## src/rtl/ipi_filt_pkg.sv

```systemverilog
package ipi_filt_pkg;

   typedef enum logic [1:0] {
      SH_NONE   = 2'b00,
      SH_SELF   = 2'b01,
      SH_ALL    = 2'b10,
      SH_OTHERS = 2'b11
   } shorthand_e;

   typedef enum logic {
      CFG_LOGID  = 1'b0,
      CFG_FORMAT = 1'b1
   } cfg_sel_e;

   typedef struct packed {
      logic hit;
      logic bcast;
   } match_t;

endpackage

```

## src/rtl/ipi_cfg_regs.sv

```systemverilog
module ipi_cfg_regs
   import ipi_filt_pkg::*;
#(
   parameter int ID_W    = 8,
   parameter int MODEL_W = 4
) (
   input  logic               clk,
   input  logic               rst_n,
   input  logic               cfg_we,
   input  cfg_sel_e           cfg_sel,
   input  logic [ID_W-1:0]    cfg_wdata,
   output logic [ID_W-1:0]    log_id,
   output logic [MODEL_W-1:0] model
);

   generate
      if (MODEL_W > ID_W || MODEL_W < 1) begin : g_bad_model_w
         $error("ipi_cfg_regs: MODEL_W must be within 1..ID_W");
      end
   endgenerate

   always_ff @(posedge clk) begin
      if (!rst_n) begin
         log_id <= '0;
         model  <= '1;
      end else if (cfg_we) begin
         if (cfg_sel == CFG_LOGID) begin
            log_id <= cfg_wdata;
         end else begin
            model <= cfg_wdata[ID_W-1 -: MODEL_W];
         end
      end
   end

endmodule

```

## src/rtl/ipi_phys_match.sv

```systemverilog
module ipi_phys_match
   import ipi_filt_pkg::*;
#(
   parameter int ID_W = 8
) (
   input  logic [ID_W-1:0] dest,
   input  logic [ID_W-1:0] local_id,
   output match_t          res
);

   logic all_ones;

   always_comb begin
      all_ones  = &dest;
      res.bcast = all_ones;
      res.hit   = all_ones || (dest == local_id);
   end

endmodule

```

## src/rtl/ipi_logic_match.sv

```systemverilog
module ipi_logic_match
   import ipi_filt_pkg::*;
#(
   parameter int ID_W       = 8,
   parameter int MODEL_W    = 4,
   parameter bit CLUSTER_EN = 1'b1
) (
   input  logic [ID_W-1:0]    dest,
   input  logic [ID_W-1:0]    log_id,
   input  logic [MODEL_W-1:0] model,
   output logic               hit
);

   localparam int CL_W = ID_W / 2;

   logic flat_hit;

   generate
      if (ID_W < 2 || (ID_W % 2) != 0) begin : g_bad_id_w
         $error("ipi_logic_match: ID_W must be even and at least 2");
      end
   endgenerate

   assign flat_hit = |(dest & log_id);

   generate
      if (CLUSTER_EN) begin : g_cluster
         logic [CL_W-1:0] dst_cl, dst_mem, loc_cl, loc_mem;
         logic            cl_ok, mem_ok, is_cluster;

         always_comb begin
            dst_cl     = dest[ID_W-1 -: CL_W];
            dst_mem    = dest[CL_W-1:0];
            loc_cl     = log_id[ID_W-1 -: CL_W];
            loc_mem    = log_id[CL_W-1:0];
            cl_ok      = (&dst_cl) || (dst_cl == loc_cl);
            mem_ok     = |(dst_mem & loc_mem);
            is_cluster = (model == '0);
            hit        = is_cluster ? (cl_ok && mem_ok) : flat_hit;
         end
      end else begin : g_flat_only
         assign hit = flat_hit;
      end
   endgenerate

endmodule

```

## src/rtl/ipi_dest_filter.sv

```systemverilog
module ipi_dest_filter
   import ipi_filt_pkg::*;
#(
   parameter int ID_W       = 8,
   parameter int MODEL_W    = 4,
   parameter bit CLUSTER_EN = 1'b1
) (
   input  logic            clk,
   input  logic            rst_n,
   input  logic            cfg_we,
   input  logic            cfg_sel,
   input  logic [ID_W-1:0] cfg_wdata,
   input  logic [ID_W-1:0] local_id,
   input  logic            msg_valid,
   input  logic [1:0]      msg_shorthand,
   input  logic            msg_logical,
   input  logic [ID_W-1:0] msg_dest,
   input  logic [ID_W-1:0] msg_src_id,
   output logic            acc_valid,
   output logic            acc_bcast
);

   logic [ID_W-1:0]    log_id;
   logic [MODEL_W-1:0] model;
   match_t             phys_res;
   logic               logic_hit;
   match_t             sel_res;
   shorthand_e         sh;
   logic               from_self;

   ipi_cfg_regs #(.ID_W(ID_W), .MODEL_W(MODEL_W)) u_regs (
      .clk       (clk),
      .rst_n     (rst_n),
      .cfg_we    (cfg_we),
      .cfg_sel   (cfg_sel_e'(cfg_sel)),
      .cfg_wdata (cfg_wdata),
      .log_id    (log_id),
      .model     (model)
   );

   ipi_phys_match #(.ID_W(ID_W)) u_phys (
      .dest     (msg_dest),
      .local_id (local_id),
      .res      (phys_res)
   );

   ipi_logic_match #(.ID_W(ID_W), .MODEL_W(MODEL_W), .CLUSTER_EN(CLUSTER_EN)) u_logic (
      .dest   (msg_dest),
      .log_id (log_id),
      .model  (model),
      .hit    (logic_hit)
   );

   always_comb begin
      sh        = shorthand_e'(msg_shorthand);
      from_self = (msg_src_id == local_id);
      sel_res   = '0;
      unique case (sh)
         SH_NONE: begin
            if (msg_logical) begin
               sel_res.hit   = logic_hit;
               sel_res.bcast = 1'b0;
            end else begin
               sel_res = phys_res;
            end
         end
         SH_SELF: begin
            sel_res.hit   = from_self;
            sel_res.bcast = 1'b0;
         end
         SH_ALL: begin
            sel_res.hit   = 1'b1;
            sel_res.bcast = 1'b1;
         end
         SH_OTHERS: begin
            sel_res.hit   = !from_self;
            sel_res.bcast = !from_self;
         end
         default: sel_res = '0;
      endcase
   end

   always_ff @(posedge clk) begin
      if (!rst_n) begin
         acc_valid <= 1'b0;
         acc_bcast <= 1'b0;
      end else begin
         acc_valid <= msg_valid && sel_res.hit;
         acc_bcast <= msg_valid && sel_res.hit && sel_res.bcast;
      end
   end

endmodule

```

## config.mk

```make
export PLATFORM = sky130hd
export DESIGN_NAME = ipi_dest_filter
export DESIGN_NICKNAME = d
export VERILOG_FILES = /design/src/rtl/ipi_filt_pkg.sv /design/src/rtl/ipi_cfg_regs.sv /design/src/rtl/ipi_phys_match.sv /design/src/rtl/ipi_logic_match.sv /design/src/rtl/ipi_dest_filter.sv
export SDC_FILE = /design/constraint.sdc
export NUM_CORES = 1
export LEC_CHECK = 0
export CORE_AREA = 3 3 63 65
export CTS_BUF_LIST = sky130_fd_sc_hd__clkbuf_8 sky130_fd_sc_hd__clkbuf_16
export DETAILED_ROUTE_END_ITERATION = 7
export DIE_AREA = 0 0 66 68
export MAX_ROUTING_LAYER = met4
export PLACE_DENSITY = 0.59
export SETUP_SLACK_MARGIN = 0.05
export SYNTH_ARGS = -nofsm -noshare
export SYNTH_HDL_FRONTEND = slang
export SYNTH_SLANG_ARGS = --single-unit
```

## constraint.sdc

```tcl
create_clock -name clk -period 3.85 [get_ports clk]
set_input_delay 0.385 -clock clk [delete_from_list [all_inputs] [get_ports clk]]
set_output_delay 0.385 -clock clk [all_outputs]
set_load 0.005 [all_outputs]
```

==> impl_metrics.csv, run 1 <==
group,metric,value,unit
worst_setup_path,crit_fanout,8,
worst_setup_path,crit_start,"cfg_we",
die,die_area,4490,µm²
worst_setup_path,cp.arrival,2.03,ns
worst_setup_path,cp-end-kind,"flip-flop",
cts,cts_hold_buf,0,
final_layout,fill_cells,338,
synthesis,synth.cell_area,856,µm²
min_path,hold_end,"u_regs.model[2]",
cts,htreeDepth,1,
global_routing,gr-usage-all-layers,0.108,
cts,cts_sinks,14,
synthesis,synthArstFlopShare,0,
placement,dp_slack,1.72,ns
synthesis,synth_top_cell_by_area,"dfxtp_1",
die,die_h,68,µm
min_path,hold_class,"reg -> reg",
placement,dp_hpwl,2.00,mm
worst_setup_path,worstPathRequired,3.98,ns
synthesis,avgSynthCellArea,9.01,µm²
global_routing,grt_pass1_vias,869,
synthesis,synthFlopType,"dfxtp_1",
placement,port_buffers,41,
worst_setup_path,reg2regPathDepth,5,
cts,cts_resized,0,
sta,max_clock_freq,0.526,GHz
synthesis,synth_top_area_frac,0.327,
route,wl_met3,219,µm
placement,place_congestion,0.803,
worst_setup_path,timing.rr.start,"u_regs.model[2]",
cts,insertion_delay,0.24,ns
synthesis,synth-seq-area-share,0.327,
route,routed_wl,2.32,mm
min_path,worst_hold_startpoint,"u_regs.model[2]",
sta,skew,0.00226,ns
synthesis,ys_seq_elements,14,
final_layout,antenna_cells,0,
global_routing,grt_overflow,0,
synthesis,ys.warnings.count,0,
synthesis,synth_edf_count,0,
synthesis,synthesis.nets,139,
status,outcome,"completed",
cts,cts_max_path_buffers,2,
route,drt_iter0_markers,11,
min_path,hold_depth,2,
sta,finalMaxSlewViolations,0,
route,maxUsedRoutingLayer,"met4",
route,dr_wl_met2,1.14,mm
final_layout,layout-drive-gt1-share,0.0507,
global_routing,grt_start_max_net_pins,14,
cts,cts_tree,"yes",
worst_setup_path,r2r_end,"acc_bcast",
route,ant_nets,0,
sta,rsz0062_at_grt,"no",
global_routing,antenna_found_initial,0,
cts,clk_pin_slew,0.06,ns
sta,setup_slack,1.95,ns
route,wire_per_inst,12.6,µm
worst_setup_path,regToRegSetupSlack,2.34,ns
route,drt_pre_antenna_iters,4,
die,die_w,66,µm
job,maxCapViolations,0,
route,drt-met1-wl,938,µm
sta,slew_headroom,0.388,
power_and_ir_drop,ir_worst_vdd,0.191,mV
route,via_count,822,
die,core,3390,µm²
cts,cts_buffers,3,
route,drc,0,
sta,fin_crit,1.90,ns
synthesis,netlist_top_cells_area,"dfxtp_1, mux2i_1, xnor2_1, xor2_1, nor2b_1",
sta,setup_tns,0,ns
sta,worst_slew_pin_slew,0.916,ns
route,via_per_inst,4.47,
cts,clock-root-buffer,"clkbuf_8",
sta,setup_viol,0,
synthesis,synth_cell_types,22,
global_routing,grt_pass1_wl,3.66,mm
final_layout,area_growth,60.1,%
worst_setup_path,critPathLaunchType,"input port",
sta,finalHoldViolCount,0,
synthesis,synthCells,95,
worst_setup_path,path_class,"in -> reg",
die,initial_core_util,0.252,
die,ios,42,
final_layout,nets,183,
power_and_ir_drop,powerDensity,288,nW/µm²
power_and_ir_drop,leakagePower,0.521,nW
cts,post_cts_buffers,0,
sta,fin_crit_sh,0.494,
die,num_rows,21,
worst max-delay path by stage:
stage	end	slack, ns	depth (start not counted)
floorplan	acc_bcast	2.39	6
global placement	acc_bcast	1.75	7
detailed placement	u_regs.log_id[0]	1.72	4
CTS	u_regs.log_id[0]	1.95	4
global route	acc_bcast	1.82	7
finish	u_regs.log_id[0]	1.95	4
cell type report:
cell class	instances	area (µm²)	area share
tap	46	57.6	0.0420
timing repair buffer	41	410	0.300
inverter	1	3.75	0.00274
multi-input combinational	78	563	0.411
sequential	14	280	0.205
clock buffer	4	55.1	0.0402
synthesized netlist by cell type, types with 2 or more instances:
cell type,instances
nand4_1,4
a22oi_1,2
a21oi_1,2
nand2_1,9
xor2_1,8
nor2b_1,9
ha_1,4
nand3_1,9
mux2i_1,9
nor3_1,3
nor2_1,3
xnor2_1,8
dfxtp_1,14
nor4_1,3
cell families (layout without fill, tap and decap cells):
kind of cell             after synthesis  in the layout  share of synthesized area
AND/OR/NAND/NOR                       42             42                      0.265
XOR/XNOR                              16             16                      0.164
flip-flops                            14             14                      0.327
multiplexers                           9              9                      0.105
AO/OA/AOI/OAI                          7              7                     0.0658
adder cells (fa/ha/maj)                4              4                     0.0585
buffers and inverters                  3             46                     0.0146
layer usage:
metal | track usage | up-vias
met2 | 0.194 | 29
met4 | 0.0381 | 0
met3 | 0.0279 | 2
li1 | - | 426
met1 | 0.115 | 365
met5 | - | -
placed cells by master (no fill, tap or decap):
cell type	netlist	layout
a21oi_1	2	2
a221oi_1	1	1
a22oi_1	2	2
a31oi_1	1	1
clkbuf_8	0	4
clkdlybuf4s50_1	0	41
dfxtp_1	14	14
ha_1	4	4
inv_1	1	1
mux2i_1	9	9
nand2_1	9	9
nand3_1	9	9
nand3_2	1	1
nand4_1	4	4
nor2_1	3	3
nor2b_1	9	9
nor3_1	3	3
nor4_1	3	3
o41ai_2	1	1
or4_4	1	1
xnor2_1	8	8
xor2_1	8	8
critical path: stages:
cell and delay (ns):
clkdlybuf4s50_1 0.55, nor2b_1 0.76, mux2i_1 0.28, nor2b_1 0.06
state kept, by name, indices dropped and copies added, names as in the netlist:
signal	flops
u_regs.model	4
u_regs.log_id	8
acc_bcast	1
acc_valid	1
through the flow:
stage	hold slack, ns	power (mW)	util	instance area, µm²	instances
global placement	0.467	0.255	0.388	1320	180
finish	0.483	0.394	0.404	1370	184
detailed placement	0.478	0.258	0.388	1320	180
floorplan	0.441	0.198	-	856	95
CTS	0.489	0.400	0.404	1370	184
global route	0.504	0.414	0.404	1370	184
power breakdown:
part           total [mW]  switching (mW)  internal (mW)
clock network       0.141          0.0502         0.0904
logic              0.0961          0.0358         0.0603
registers           0.157         0.00441          0.153
Power figures use the tool's default switching activity.
==> inputs of run 2 (changes only) <==
- PLACE_DENSITY: 0.59 -> 0.61
- clock period: 3.85 -> 1.55 ns (I/O delays scaled with it)
==> run 2 against run 1 <==
Against the previous run: global-route usage is 0.64 points higher; sequential cell count stayed put; clock skew is 0.00091 ns lower; first-iteration DRC count is 9.1% lower; power grew to 2.6 times the previous value; count of clock-buffer cells in the layout stayed put; wire length is 13% higher; die area stayed put; combinational power grew to 3.1 times the previous value; register-to-register slack worse by 2.3 ns; critical endpoint is now acc_bcast.
==> impl_metrics.csv, run 2 (same netlist as run 1, synthesis figures left out) <==
group,metric,value,unit
final_layout,nets,199,
worst_setup_path,crit_path_top_delay_cell,"or4_4",
final_layout,final_common_cell,"clkdlybuf4s50_1",
min_path,hold_class,"reg -> reg",
worst_setup_path,critPathLaunchType,"flip-flop",
cts,insertion_delay,0.24,ns
die,ios,42,
worst_setup_path,reg2regPathDepth,5,
final_layout,layout-drive-gt1-share,0.253,
route,drc,0,
placement,dp_slack,-0.282,ns
power_and_ir_drop,ir_worst_vdd,0.382,mV
global_routing,grt_overflow,0,
route,ant_nets,0,
sta,slew_headroom,0.724,
die,die_w,66,µm
cts,htreeDepth,1,
sta,whs,0.481,ns
power_and_ir_drop,leakagePower,0.670,nW
worst_setup_path,crit_path_max_incr_delay,0.55,ns
worst_setup_path,regToRegSetupSlack,0.05,ns
worst_setup_path,cp-end-kind,"flip-flop",
final_layout,fill_cells,318,
min_path,worst_hold_startpoint,"u_regs.model[1]",
route,routed_wl,2.62,mm
sta,fin_crit_sh,0.970,
sta,setup_slack,0.0459,ns
sta,finalMaxSlewViolations,0,
cts,cts_tree,"yes",
route,via_count,900,
worst_setup_path,path_cells,"or4_4, nor2_2, nand2_2, a31oi_4, a221oi_2",
power_and_ir_drop,powerDensity,645,nW/µm²
worst_setup_path,cp.arrival,1.61,ns
worst_setup_path,crit_buf_inv,0,
sta,worst_slew_pin_slew,0.411,ns
worst_setup_path,critical_path.top_delay_family,"simple AND/OR/NAND/NOR gates",
global_routing,grt_pass1_vias,892,
min_path,hold_depth,2,
global_routing,gr-usage-all-layers,0.114,
worst_setup_path,crit_fanout,2,
die,initial_core_util,0.252,
sta,fin_crit,1.50,ns
route,drt_pre_antenna_iters,4,
global_routing,grt_start_max_net_pins,13,
sta,skew,0.00135,ns
cts,cts_max_path_buffers,2,
route,drt_iter0_markers,10,
sta,max_clock_freq,0.665,GHz
job,maxCapViolations,0,
final_layout,largest_register_ffs,8,
die,die_area,4490,µm²
min_path,hold_end,"u_regs.model[1]",
final_layout,area_growth,88.5,%
sta,rsz0062_at_grt,"yes",
cts,cts_buffers,3,
final_layout,final_cell_mix,"clkdlybuf4s50_1, buf_4, dfxtp_1, nand3_1, nor2b_1",
sta,setup_viol,0,
route,wire_per_inst,13.1,µm
worst_setup_path,cp_num_cells,5,
placement,port_buffers,41,
route,via_per_inst,4.50,
worst_setup_path,r2r_end,"acc_bcast",
worst_setup_path,worstPathRequired,1.66,ns
status,outcome,"completed",
final_layout,top_register,"u_regs.log_id",
worst_setup_path,path_class,"reg -> reg",
cts,clock-root-buffer,"clkbuf_8",
die,die_h,68,µm
global_routing,grt_pass1_wl,3.79,mm
die,num_rows,21,
global_routing,antenna_found_initial,0,
final_layout,top_regs,"u_regs.log_id (8), u_regs.model (4)",
placement,dp_hpwl,1.99,mm
placement,place_congestion,0.732,
final_layout,antenna_cells,0,
cts,cts_sinks,14,
die,core,3390,µm²
sta,finalHoldViolCount,0,
cts,clk_pin_slew,0.06,ns
worst_setup_path,timing.rr.start,"u_regs.model[2]",
==> run 2: cell type report <==
class                           count  area, µm²  share of cell area
Clock buffer                        4       55.1              0.0341
Sequential cell                    14        283               0.175
Multi-Input combinational cell     78        669               0.415
Inverter                            1       3.75             0.00233
Timing Repair Buffer               57        544               0.337
Tap cell                           46       57.6              0.0357
==> run 2: what timing repair did <==
action	in CTS	in global routing
hold buffers	0	0
endpoints found under the hold margin	0	0
buffers inserted	0	2
pin swaps	3	10
gates resized for setup	3	22
setup endpoints to repair	2	2
==> run 2: worst reg2reg max path: stages, from the launching register on <==
cell and delay [ns]:
dfxtp_1 0.31, or4_4 0.55, nor2_2 0.13, nand2_2 0.07, a31oi_4 0.21, a221oi_2 0.09
==> run 2: how the worst max path moves through the flow <==
stage	startpoint	endpoint	slack (ns)
floorplan	u_regs.model[2]	acc_bcast	0.15
global placement	msg_dest[4]	acc_bcast	-0.23
detailed placement	msg_dest[5]	acc_bcast	-0.28
CTS	msg_dest[5]	acc_valid	0.05
global route	u_regs.model[2]	acc_bcast	-0.009
finish	u_regs.model[2]	acc_bcast	0.05
==> run 2: stage by stage <==
stage	util	cells	total power [mW]	instance area, µm²	setup TNS (ns)
after detailed placement	0.419	194	0.665	1420	-0.506
after global placement	0.419	194	0.659	1420	-0.423
after global routing	0.476	200	1.10	1610	-0.00907
after floorplan	-	95	0.492	856	0
after CTS	0.439	198	1.02	1490	0
final	0.476	200	1.04	1610	0
==> run 2: power by group <==
group / total (mW) / internal [mW] / switching [mW]
Combinational: 0.301 / 0.186 / 0.115
Clock: 0.347 / 0.225 / 0.122
Sequential: 0.392 / 0.380 / 0.0116
Total: 1.04 / 0.791 / 0.249
==> run 2: routing by layer <==
layer	global-route usage	vias to the layer above	wire length (µm)
li1	-	461	-
met1	0.129	399	1100
met2	0.190	36	1250
met3	0.0296	4	227
met4	0.0533	0	44
met5	-	-	0
